==> src/rtl/r4m_pkg.sv <==
package r4m_pkg;

   typedef struct packed {
      logic zero;
      logic dbl;
      logic neg;
   } r4m_dig_t;

   function automatic r4m_dig_t r4m_decode(input logic [2:0] trip);
      r4m_dig_t d;
      d = '0;
      case (trip)
         3'b000: d.zero = 1'b1;
         3'b001: d = '0;
         3'b010: d = '0;
         3'b011: d.dbl = 1'b1;
         3'b100: begin d.dbl = 1'b1; d.neg = 1'b1; end
         3'b101: d.neg = 1'b1;
         3'b110: d.neg = 1'b1;
         default: d.zero = 1'b1;
      endcase
      return d;
   endfunction

endpackage

==> src/rtl/r4m_digit_enc.sv <==
module r4m_digit_enc
   import r4m_pkg::*;
#(
   parameter int ND = 4
) (
   input  logic [2*ND-1:0]         bext,
   output r4m_dig_t [ND-1:0]       dig
);
   localparam int PADW = 2*ND + 1;

   logic [PADW-1:0] bpad;

   // bit below the multiplier LSB is zero
   assign bpad = {bext, 1'b0};

   for (genvar i = 0; i < ND; i++) begin : g_dig
      assign dig[i] = r4m_decode(bpad[2*i+2 -: 3]);
   end

endmodule

==> src/rtl/r4m_pp_gen.sv <==
module r4m_pp_gen
   import r4m_pkg::*;
#(
   parameter int W  = 8,
   parameter int PW = 16,
   parameter int SH = 0
) (
   input  logic [W-1:0]  mcand,
   input  r4m_dig_t      dig,
   output logic [PW-1:0] pp,
   output logic [PW-1:0] cin
);
   localparam int MW  = W + 1;
   localparam int EXT = PW - MW;

   logic [MW-1:0] one_x;
   logic [MW-1:0] two_x;
   logic [MW-1:0] sel;
   logic [MW-1:0] row;
   logic [PW-1:0] row_ext;

   initial begin
      if (EXT < 0) $error("r4m_pp_gen: PW too small");
      if (SH >= PW) $error("r4m_pp_gen: shift beyond row width");
   end

   assign one_x = {mcand[W-1], mcand};
   assign two_x = {mcand, 1'b0};

   always_comb begin
      if (dig.zero)     sel = '0;
      else if (dig.dbl) sel = two_x;
      else              sel = one_x;
   end

   assign row     = dig.neg ? ~sel : sel;
   assign row_ext = {{EXT{row[MW-1]}}, row};
   assign pp      = row_ext << SH;
   assign cin     = {{(PW-1){1'b0}}, dig.neg} << SH;

endmodule

==> src/rtl/r4m_accum.sv <==
module r4m_accum #(
   parameter int PW = 16,
   parameter int N  = 4
) (
   input  logic [N-1:0][PW-1:0] rows,
   input  logic [N-1:0][PW-1:0] cins,
   output logic [PW-1:0]        sum
);
   logic [PW-1:0] corr;
   logic [PW-1:0] acc;

   // injected ones sit on distinct even positions, so they merge by OR
   always_comb begin
      corr = '0;
      for (int i = 0; i < N; i++) corr = corr | cins[i];
   end

   always_comb begin
      acc = corr;
      for (int i = 0; i < N; i++) acc = acc + rows[i];
   end

   assign sum = acc;

endmodule

==> src/rtl/r4m_mul.sv <==
module r4m_mul
   import r4m_pkg::*;
#(
   parameter int W = 8
) (
   input  logic         clk,
   input  logic         rst_n,
   input  logic         in_vld,
   input  logic [W-1:0] opa,
   input  logic [W-1:0] opb,
   output logic         out_vld,
   output logic [W-1:0] prod
);
   localparam int ND = (W + 1) / 2;
   localparam int BW = 2 * ND;
   localparam int PW = 2 * W;
   localparam int HI = 2 * W - 2;

   logic [BW-1:0]         bext;
   r4m_dig_t [ND-1:0]     dig;
   logic [ND-1:0][PW-1:0] rows;
   logic [ND-1:0][PW-1:0] cins;
   logic [PW-1:0]         sum;
   logic [W-1:0]          trunc;

   if (W < 2) begin : g_bad_w
      initial $error("r4m_mul: W must be at least 2");
   end

   // odd widths need one extra sign bit to fill the last triplet
   if (W % 2 == 1) begin : g_odd
      assign bext = {opb[W-1], opb};
   end else begin : g_even
      assign bext = opb;
   end

   r4m_digit_enc #(.ND(ND)) i_enc (
      .bext (bext),
      .dig  (dig)
   );

   for (genvar i = 0; i < ND; i++) begin : g_row
      r4m_pp_gen #(.W(W), .PW(PW), .SH(2*i)) i_pp (
         .mcand (opa),
         .dig   (dig[i]),
         .pp    (rows[i]),
         .cin   (cins[i])
      );
   end

   r4m_accum #(.PW(PW), .N(ND)) i_acc (
      .rows (rows),
      .cins (cins),
      .sum  (sum)
   );

   assign trunc = sum[HI -: W];

   always_ff @(posedge clk) begin
      if (!rst_n) begin
         out_vld <= 1'b0;
         prod    <= '0;
      end else begin
         out_vld <= in_vld;
         if (in_vld) prod <= trunc;
      end
   end

endmodule

==> config.mk <==
export PLATFORM = sky130hd
export DESIGN_NAME = r4m_mul
export DESIGN_NICKNAME = d
export VERILOG_FILES = /design/src/rtl/r4m_pkg.sv /design/src/rtl/r4m_digit_enc.sv /design/src/rtl/r4m_pp_gen.sv /design/src/rtl/r4m_accum.sv /design/src/rtl/r4m_mul.sv
export SDC_FILE = /design/constraint.sdc
export NUM_CORES = 1
export LEC_CHECK = 0
export BUFFER_PORTS_ARGS = -buffer_cell sky130_fd_sc_hd__buf_2
export CAP_MARGIN = 20
export CORE_UTILIZATION = 45
export CTS_CLUSTER_SIZE = 8
export DETAILED_ROUTE_END_ITERATION = 8
export MAX_ROUTING_LAYER = met4
export RECOVER_POWER = 100
export SKIP_LAST_GASP = 1
export SLEW_MARGIN = 20
export SYNTH_ARGS = -nofsm -noshare
export SYNTH_HDL_FRONTEND = slang
export SYNTH_SLANG_ARGS = --single-unit
==> constraint.sdc <==
create_clock -name clk -period 9 [get_ports clk]
set_input_delay 1.8 -clock clk [delete_from_list [all_inputs] [get_ports clk]]
set_output_delay 1.8 -clock clk [all_outputs]
set_load 0.1 [all_outputs]
Yosys cells after proc, flatten, opt, wreduce, memory -nomap -nowiden
Cells that the tools add are included.

word-level totals
  word-level logic and storage cells = 65
  register bits after elaboration = 9
  output and inout port bits = 9

operators by class
  $add $sub $neg = 4
  equal/unequal tests = 21
  muxes and demuxes = 20
  bitwise operators = 7
  reductions and logical operators = 11

operators with widths
  operator                                        number
  2-to-1 mux 9 bit                                8
  adder 15 bit                                    4
  NOT 9 bit                                       4
  2-to-1 mux 8 bit                                4
  == test 3 bit (second input constant)           9
  == test 3 x 2 -> 1 bit (second input constant)  6
  OR reduction 6 bit                              3
  OR 15 x 7 -> 15 bit                             1
  OR reduction 3 bit                              4
  == test 3 x 1 -> 1 bit (second input constant)  3
  2-to-1 mux 1 bit                                8
  OR reduction 2 bit                              4
  OR 3 x 5 -> 5 bit                               1
  == test 2 bit (second input constant)           2
  OR 1 x 3 -> 3 bit                               1
  == test 2 x 1 -> 1 bit (second input constant)  1

Longest topological paths before layout
Gate-level depths: netlist of the first run.

  depth in word-level cells = 10
  depth in mapped cells = 17
  mapped depth without buffers = 16

Modules after synthesis
A second synthesis of the first run with hierarchy kept.

unflattened totals
  cells, all modules = 525
  area, all modules = 4113.9 µm²

modules (own cells, without submodules)
  module         cells each  area an instance (µm²)  sequential area each (µm²)  times used
  r4m_accum      262         2107.0                  0.0                         1
  r4m_pp_gen     53          386.6                   0.0                         4
  r4m_mul        27          329.1                   180.2                       1
  r4m_digit_enc  24          131.4                   0.0                         1

Worst setup path before layout of the first run
OpenSTA, ideal clock, no wires.

  path kind = input-to-reg
  start = in opb[5]
  end = reg prod[6]
  cell stages on the path = 16
  path buffers = 2
  setup time = 119 ps
  slack = 3170 ps
  arrival time = 5712 ps
  path through = clkbuf_1 > buf_2 > xor2_1 > a22oi_1 > o21ai_0 > fa_1 > inv_1 > fa_1 > fa_1 > inv_1 > ha_1 > o21a_1 > o21ai_0 > a221oi_2 > or3_1 > a32o_1

between the ends
  longest elaborated chain between the ends = 9
  elaborated cells on any way between the ends = 36
  classes of those cells = add/sub (4); eq/ne (12); mux (10); bitwise (4); reduce/logical (6)

ends and longest elaborated chain
  element                                                                    line                               RTL
  start, declared                                                            r4m_mul.sv:10                      input logic [W-1:0] opb,
  == test 3 bit or == test 3 x 2 -> 1 bit (tied branches)                    r4m_pkg.sv:12                      case (trip)
  OR reduction 3 bit (no source line) or OR reduction 2 bit (tied branches)  n/a
  2-to-1 mux 1 bit                                                           r4m_pkg.sv:12
  OR 3 x 5 -> 5 bit or 2-to-1 mux 8 bit (tied branches)                      r4m_accum.sv:15, r4m_pp_gen.sv:32
  OR 15 x 7 -> 15 bit or 2-to-1 mux 9 bit (tied branches)                    r4m_accum.sv:15, r4m_pp_gen.sv:31
  adder 15 bit or NOT 9 bit (tied branches)                                  r4m_accum.sv:20, r4m_pp_gen.sv:36
  adder 15 bit or 2-to-1 mux 9 bit (tied branches)                           r4m_accum.sv:20, r4m_pp_gen.sv:36
  adder 15 bit                                                               r4m_accum.sv:20                    for (int i = 0; i < N; i++) acc = acc + rows[i];
  adder 15 bit (*)                                                           r4m_accum.sv:20
  end signal, assigned                                                       r4m_mul.sv:65                      if (in_vld) prod <= trunc;
  end, declared                                                              r4m_mul.sv:12                      output logic [W-1:0] prod

Mark *: on every way between the ends. The rest lies on a longest branch, timed or not.
A chain may end at the register's enable or synchronous reset.

Worst setup path in the final report of the first run
  start = in opb[1]
  end = reg prod[6]

between the ends
  longest elaborated chain between the ends = 10
  elaborated cells on any way between the ends = 33
  classes of those cells = add/sub (4); eq/ne (9); mux (10); bitwise (5); reduce/logical (5)

ends and longest elaborated chain
  element                                                            line                               RTL
  == test 3 bit, or another cell as far along                        r4m_pkg.sv:12
  OR reduction 3 bit (no source line), or another cell as far along  n/a
  2-to-1 mux 1 bit or 2-to-1 mux 8 bit (tied branches)               r4m_pkg.sv:12, r4m_pp_gen.sv:32
  OR 1 x 3 -> 3 bit, or another cell as far along                    r4m_accum.sv:15                    for (int i = 0; i < N; i++) corr = corr | cins[i];
  OR 3 x 5 -> 5 bit, or another cell as far along                    r4m_accum.sv:15
  OR 15 x 7 -> 15 bit, or another cell as far along                  r4m_accum.sv:15
  adder 15 bit or 2-to-1 mux 9 bit (tied branches)                   r4m_accum.sv:20, r4m_pp_gen.sv:36
  adder 15 bit (*) (3 in series)                                     r4m_accum.sv:20

Marked as above.

==> flow_summary_export.csv, run 1 <==
group,metric,value,unit
status,status,"finished, final reports clean",
synth,synth_top_cell_by_area,"fa_1",
setup_path,r2r_slack,8.29,ns
pwr,p_comb_share,82.8,%
drt,drt_iter0_markers,95,
clock_tree,clkTransAtPathRegs,0.04,ns
setup_path,r2r_cells,1,
finish,final_cells,384,
setup_path,r2r_end,"prod[1]",
hold_path,holdPathStages,2,
timing,period_minus_slack,6.01,ns
global_routing,grt_usage,21.7,%
synth,synthSimpleGateAreaFrac,18.6,%
setup_path,startpoint_type,"primary input",
finish,fillers,498,
global_routing,grt_max_degree,22,
synth,muxShareOfSynthArea,2.63,%
placement,pre_cts_slack,2.95,ns
clock_tree,clockRootBuffer,"clkbuf_8",
clock_tree,postCtsHoldBufs,0,
synth,syn_area_per_cell,7.71,sq um
die,coreArea,4850,sq um
setup_path,crit_type,"in -> reg",
timing,finClkSkew,0,ns
pwr,p_leak,1.14,nW
pwr,p_switching,0.364,mW
global_routing,grt_pass1_wl,8.80,mm
drt,postRouteAntennaNets,0,
placement,dp_cells,380,
placement,port_buffers,27,
setup_path,cp_max_fo,18,
pwr,p_per_area,249,nW/um^2
finish,multiInputGateArea,1950,sq um
synth,synth_compound_gate_area_share,22.9,%
synth,synth_nets,362,
placement,dp_hpwl,4.37,mm
pwr,max-vdd-ir-drop,0.121,mV
placement,globalplace.congestion,0.836,
timing,timing.final.ws_setup,2.99,ns
timing,max_slew.worst_pin.slew,1.16,ns
die,fp.dieArea,5470,sq um
synth,synth_top_flop_cell,"dfxtp_1",
clock_tree,clk_latency,0.23,ns
drt,num_vias,2121,
synth,netlist_area,2330,sq um
synth,ys_types,49,
clock_tree,ctsResizeCount,0,
timing,timing.hold.ws,0.452,ns
finish,final_common_cell,"inv_1",
die,rows,25,
timing,slew_headroom,22.7,%
clock_tree,cts_tree,"yes",
pwr,pwr-share-seq,9.7,%
clock_tree,clock-sinks,9,
pwr,switching_share,58.1,%
timing,hold_violations,0,
clock_tree,tritoncts.num_buffers,3,
timing,post-route-period-util,66.8,%
die,start_util,48.0,%
clock_tree,htree_levels,1,
finish,diodes,0,
run,maxCapViolations,0,
setup_path,critPathRequiredTime,9.12,ns
hold_path,min_to,"prod[3]",
setup_path,rr_startpoint,"prod[1]",
clock_tree,clockBufferDepth,2,
finish,fin_nets,378,
hold_path,min_from,"prod[3]",
timing,setup_tns,0,ns
drt,routed_via_density,5.52,
clock_tree,post_cts_buffers,0,
timing,rsz0062_at_grt,"no",
finish,syn_to_final_growth,7.90,%
synth,async_reset_ff_share,0,%
setup_path,crit_arrival,6.14,ns
drt,drt-wirelength-per-cell,13.9,microns
synth,synth_edf_count,0,
synth,synth.top_cells.by_area,"fa_1 (16%), ha_1 (12%), dfxtp_1 (7.7%), xnor2_1 (7.5%), inv_1 (5.8%)",
die,ioPinCount,28,
global_routing,grt_pass1_vias,1793,
timing,fmax,0.166,GHz
global_routing,grt_antenna_before_repair,0,
synth,synth_top_family_by_area,"adder cells",
drt,drc_errors,0,
timing,setup_viol,0,
synth,synth_fa_ha_area_share,28.2,%
drt,drt_wl_total,5.33,mm
drt,dr.pass1.iters,4,
die,die_h,73.9,microns
global_routing,grt-ovfl-total,0,
synth,ys_warn_count,0,
pwr,intPower,0.263,mW
pwr,finalPower,0.627,mW
synth,syn-instance-count,302,
setup_path,crit_path_end_kind,"flop",
synth,ys_ff_latch,9,
synth,yosys.area.top_type_share,16.3,%
pwr,clkPwrFrac,7.5,%
finish,drive_above_1_share,7.89,%
die,die_width,73.9,microns
hold_path,hold_class,"reg -> reg",
timing,slew_violations,0,
synth,synthXorXnorAreaFrac,11.3,%
synth,synth_seq_area_share,7.74,%
finish,layout_common_cells,"inv_1 (36), nor2_1 (32), nand2_1 (23), ha_1 (22), xnor2_1 (20)",
finish,seq_area,180,sq um
sequential cells by signal, summed over array words and instances (netlist names):
name and count:
prod 8, out_vld 1
stage by stage:
stage / area, sq um / utilization [%]
floorplan: 2330 / -
global placement: 2480 / 51.2
detailed placement: 2480 / 51.2
CTS: 2530 / 52.1
global route: 2510 / 51.8
finish: 2510 / 51.8
cells by family (layout without fill, tap and decap cells):
kind of cell / Yosys count / after routing
AO/OA/AOI/OAI: 76 / 76
XOR/XNOR: 30 / 30
adder cells (fa/ha/maj): 41 / 41
buffers and inverters: 52 / 67
flip-flops: 9 / 9
multiplexers: 6 / 6
AND/OR/NAND/NOR: 88 / 88
area by class of cell:
type / count / share of cell area [%]
Clock buffer: 4 / 1.79
Inverter: 36 / 5.38
Multi-Input combinational cell: 241 / 77.5
Sequential cell: 9 / 7.17
Tap cell: 67 / 3.34
Timing Repair Buffer: 27 / 4.83
per-layer routing:
metal | part of all wire, % | GRT usage [%] | vias up
li1 | - | - | 1089
met1 | 51 | 31.3 | 979
met2 | 44 | 32.3 | 44
met3 | 2.7 | 0.542 | 9
met4 | 2.3 | 8.55 | 0
met5 | 0 | - | -
worst max path at each step:
| stage | slack, ns | from | endpoint | depth (start not counted) |
|---|---|---|---|---|
| final | 2.99 | opb[1] | prod[6] | 16 |
| after global routing | 2.67 | opb[1] | prod[6] | 16 |
| after CTS | 3.17 | opb[3] | prod[6] | 16 |
| after detailed placement | 2.95 | opb[3] | prod[6] | 16 |
| after global placement | 3.03 | opb[3] | prod[6] | 16 |
| after floorplan | 3.17 | opb[5] | prod[6] | 16 |
synth_stat cells (2+ instances only):
cell / instances
nand2b_1: 2
ha_1: 22
a22oi_1: 7
a311o_1: 2
dfxtp_1: 9
o21bai_1: 2
nor2b_1: 5
buf_1: 5
xnor2_1: 20
a21oi_1: 13
xor2_1: 10
a221oi_1: 3
nand4_1: 2
and3_1: 2
o21ai_0: 18
nand3b_1: 4
buf_2: 2
nand3_1: 8
or4_1: 2
a31oi_1: 2
a22o_1: 2
o221ai_1: 5
a211oi_1: 11
nand2_1: 23
mux2i_1: 5
nor3_1: 2
inv_1: 36
fa_1: 19
nor2_1: 32
clkbuf_1: 8
power groups by stage:
stage                     Sequential [mW]  Clock, mW  Combinational (mW)
after floorplan                     0.158          0               0.325
after global placement             0.0608          0               0.520
after detailed placement           0.0610          0               0.518
after CTS                          0.0604     0.0480               0.524
after global routing               0.0627     0.0516               0.578
final                              0.0608     0.0469               0.519
worst max-delay path: stages:
cell and delay (ns):
clkbuf_1 0.54, nand2_1 0.15, nor2_1 0.38, nand2_1 0.10, o221ai_1 0.11, fa_1 0.45
inv_1 0.09, fa_1 0.41, fa_1 0.51, inv_1 0.04, ha_1 0.35, o21a_1 0.20
o21ai_0 0.26, a221oi_2 0.13, or3_1 0.37, a32o_1 0.26
(Power assumes the default switching activity.)
==> run 2, diff against run 1 <==
--- a/config.mk
+++ b/config.mk
@@ -5,12 +5,14 @@
 export SDC_FILE = /design/constraint.sdc
 export NUM_CORES = 1
 export LEC_CHECK = 0
+export ABC_AREA = 1
 export BUFFER_PORTS_ARGS = -buffer_cell sky130_fd_sc_hd__buf_2
 export CAP_MARGIN = 20
 export CORE_UTILIZATION = 45
 export CTS_CLUSTER_SIZE = 8
 export DETAILED_ROUTE_END_ITERATION = 8
 export MAX_ROUTING_LAYER = met4
+export PLACE_DENSITY = 0.67
 export RECOVER_POWER = 100
 export SKIP_LAST_GASP = 1
 export SLEW_MARGIN = 20
==> constraint.sdc (replaced) <==
create_clock -name clk -period 5.05 [get_ports clk]
set_input_delay 1.01 -clock clk [delete_from_list [all_inputs] [get_ports clk]]
set_output_delay 1.01 -clock clk [all_outputs]
set_load 0.1 [all_outputs]
==> run 2 against run 1 <==
Net effect:
- cell count is 8.1% higher
- largest cell class unchanged
- power is 140% higher
- highest routed layer unchanged
- first-iteration DRC count grew 9.5%
- via count fell by 0.85%
- combinational power rose to 2.5 times the previous value
- critical path type unchanged
==> flow_summary_export.csv, run 2 <==
group,metric,value,unit
pwr,pwr-share-seq,7.6,%
timing,fmax,0.214,GHz
finish,fillers,510,
die,rows,25,
global_routing,grt_pass1_wl,8.95,mm
clock_tree,clockBufferDepth,2,
synth,async_reset_ff_share,0,%
synth,synth_seq_area_share,8.07,%
pwr,switching_share,61.3,%
finish,seq_area,180,sq um
drt,drt_wl_total,4.87,mm
die,die_h,72.4,microns
synth,ys_types,38,
pwr,p_comb_share,86.9,%
finish,final_common_cell,"inv_1",
synth,yosys.area.top_type_share,17.0,%
placement,port_buffers,27,
timing,rsz0062_at_grt,"no",
finish,syn_to_final_growth,11.3,%
drt,routed_via_density,5.07,
finish,layout_common_cells,"inv_1 (54), nand2_1 (53), nor2_1 (26), ha_1 (22), o21ai_0 (20)",
global_routing,grt_pass1_vias,2089,
global_routing,grt_max_degree,18,
placement,post_dp_cell_area,2440,sq um
clock_tree,clk_latency,0.23,ns
timing,slew_headroom,22.5,%
pwr,p_leak,1.25,nW
timing,post-route-period-util,92.7,%
synth,syn_area_per_cell,7.00,sq um
drt,num_vias,2103,
finish,fin_nets,409,
synth,ys_warn_count,0,
finish,final_area,2480,sq um
finish,diodes,0,
pwr,max-vdd-ir-drop,0.293,mV
pwr,clkPwrFrac,5.5,%
synth,netlist_area,2230,sq um
drt,dr.pass1.iters,4,
global_routing,grt-ovfl-total,0,
pwr,p_switching,0.917,mW
die,die_width,72.4,microns
clock_tree,clock-sinks,9,
setup_path,crit_arrival,4.81,ns
clock_tree,tritoncts.num_buffers,3,
timing,max_slew.worst_pin.slew,1.17,ns
die,fp.dieArea,5250,sq um
clock_tree,clockRootBuffer,"clkbuf_8",
synth,ys_ff_latch,9,
timing,setup_tns,0,ns
setup_path,startpoint_type,"primary input",
finish,max_flop_register,"prod",
die,coreArea,4750,sq um
timing,timing.hold.ws,0.507,ns
setup_path,critPathRequiredTime,5.18,ns
hold_path,hold_class,"reg -> reg",
timing,finClkSkew,0,ns
setup_path,crit_type,"in -> reg",
timing,slew_violations,0,
clock_tree,post_cts_buffers,0,
timing,setup_viol,0,
setup_path,cp_max_fo,12,
synth,synth.top_cells.by_area,"fa_1 (17%), ha_1 (12%), inv_1 (9.1%), nand2_1 (9.1%), dfxtp_1 (8.1%)",
finish,largest_reg_flops,8,
pwr,p_per_area,602,nW/um^2
drt,drc_errors,0,
drt,drt_iter0_markers,104,
clock_tree,htree_levels,1,
clock_tree,clkTransAtPathRegs,0.04,ns
synth,synth_edf_count,0,
timing,hold_violations,0,
global_routing,grt_antenna_before_repair,0,
run,maxCapViolations,0,
placement,dp_hpwl,4.18,mm
finish,top_regs,"prod x8, out_vld x1",
synth,netlist_top_cells_count,"inv_1 (54), nand2_1 (54), nor2_1 (26)",
drt,postRouteAntennaNets,0,
pwr,finalPower,1.50,mW
synth,synth_top_flop_cell,"dfxtp_1",
finish,multiInputGateArea,1810,sq um
setup_path,crit_path_end_kind,"flop",
synth,syn-instance-count,319,
pwr,intPower,0.579,mW
drt,drt-wirelength-per-cell,11.7,microns
synth,synth_top_cell_by_area,"fa_1",
clock_tree,cts_tree,"yes",
placement,globalplace.congestion,0.921,
finish,drive_above_1_share,12.1,%
synth,synth_nets,379,
die,ioPinCount,28,
global_routing,grt_usage,21.6,%
die,start_util,46.9,%
status,status,"finished, final reports clean",
timing,period_minus_slack,4.68,ns
[run 2: final timing paths]
kind / start / endpoint / slack [ns] / depth (start not counted)
min: prod[4] / prod[4] / 0.51 / 2
max: opb[1] / prod[6] / 0.37 / 20
max reg2reg: prod[6] / prod[6] / 4.40 / 3
min reg2reg: prod[4] / prod[4] / 0.51 / 2
[run 2: final cells by class]
type                    instances  area share, %
clock buffers                   4           1.81
inverters                      56           8.46
multi-input cells             248           72.9
flip-flops and latches          9           7.25
well taps                      67           3.37
repair buffers                 31           6.19
[run 2: power by group through the flow]
stage	registers (mW)	clock network [mW]	logic, mW
floorplan	0.339	0	0.835
global placement	0.114	0	1.29
detailed placement	0.115	0	1.30
CTS	0.114	0.0844	1.31
global route	0.118	0.0886	1.51
finish	0.114	0.0819	1.30
[run 2: per-stage QoR]
step                      setup slack, ns  util (%)  cells
after CTS                           0.295      52.4    415
after detailed placement           0.0527      51.4    411
final                               0.368      52.3    415
after global routing               0.0336      52.3    415
after global placement              0.139      51.4    411
after floorplan                     0.392         -    319
[run 2: critical path, cell delays in order]
cell and delay [ns]:
buf_2 0.17, inv_2 0.14, nand2_4 0.07, mux2_2 0.34
o22ai_1 0.16, xnor2_1 0.11, fa_1 0.51, inv_1 0.05
fa_1 0.49, fa_1 0.51, inv_1 0.04, ha_1 0.31
a21oi_1 0.18, o21ai_0 0.15, a211oi_1 0.28, nand2_1 0.08
nand2_1 0.06, nand3_1 0.06, nand2_1 0.07, inv_1 0.03
[run 2: logic make-up after synthesis]
family	share of synthesized area, %
mux	0.504
simple gates	20.3
xor+xnor	10.6
fa+ha+maj	29.4
compound gates	20.1
buf+inv	11.0
flops	8.07
[run 2: metal layers]
layer | track usage (%) | share of wire [%] | vias up
li1 | - | - | 1103
met1 | 28.1 | 48 | 949
met2 | 38.0 | 47 | 47
met3 | 0.972 | 4.2 | 4
met4 | 3.27 | 0.41 | 0
met5 | - | 0 | -
[run 2: repair_timing]
action,in CTS,in global routing
hold buffers,0,0
resized for setup,0,2
hold endpoints to repair,0,0
setup endpoints to repair,0,2
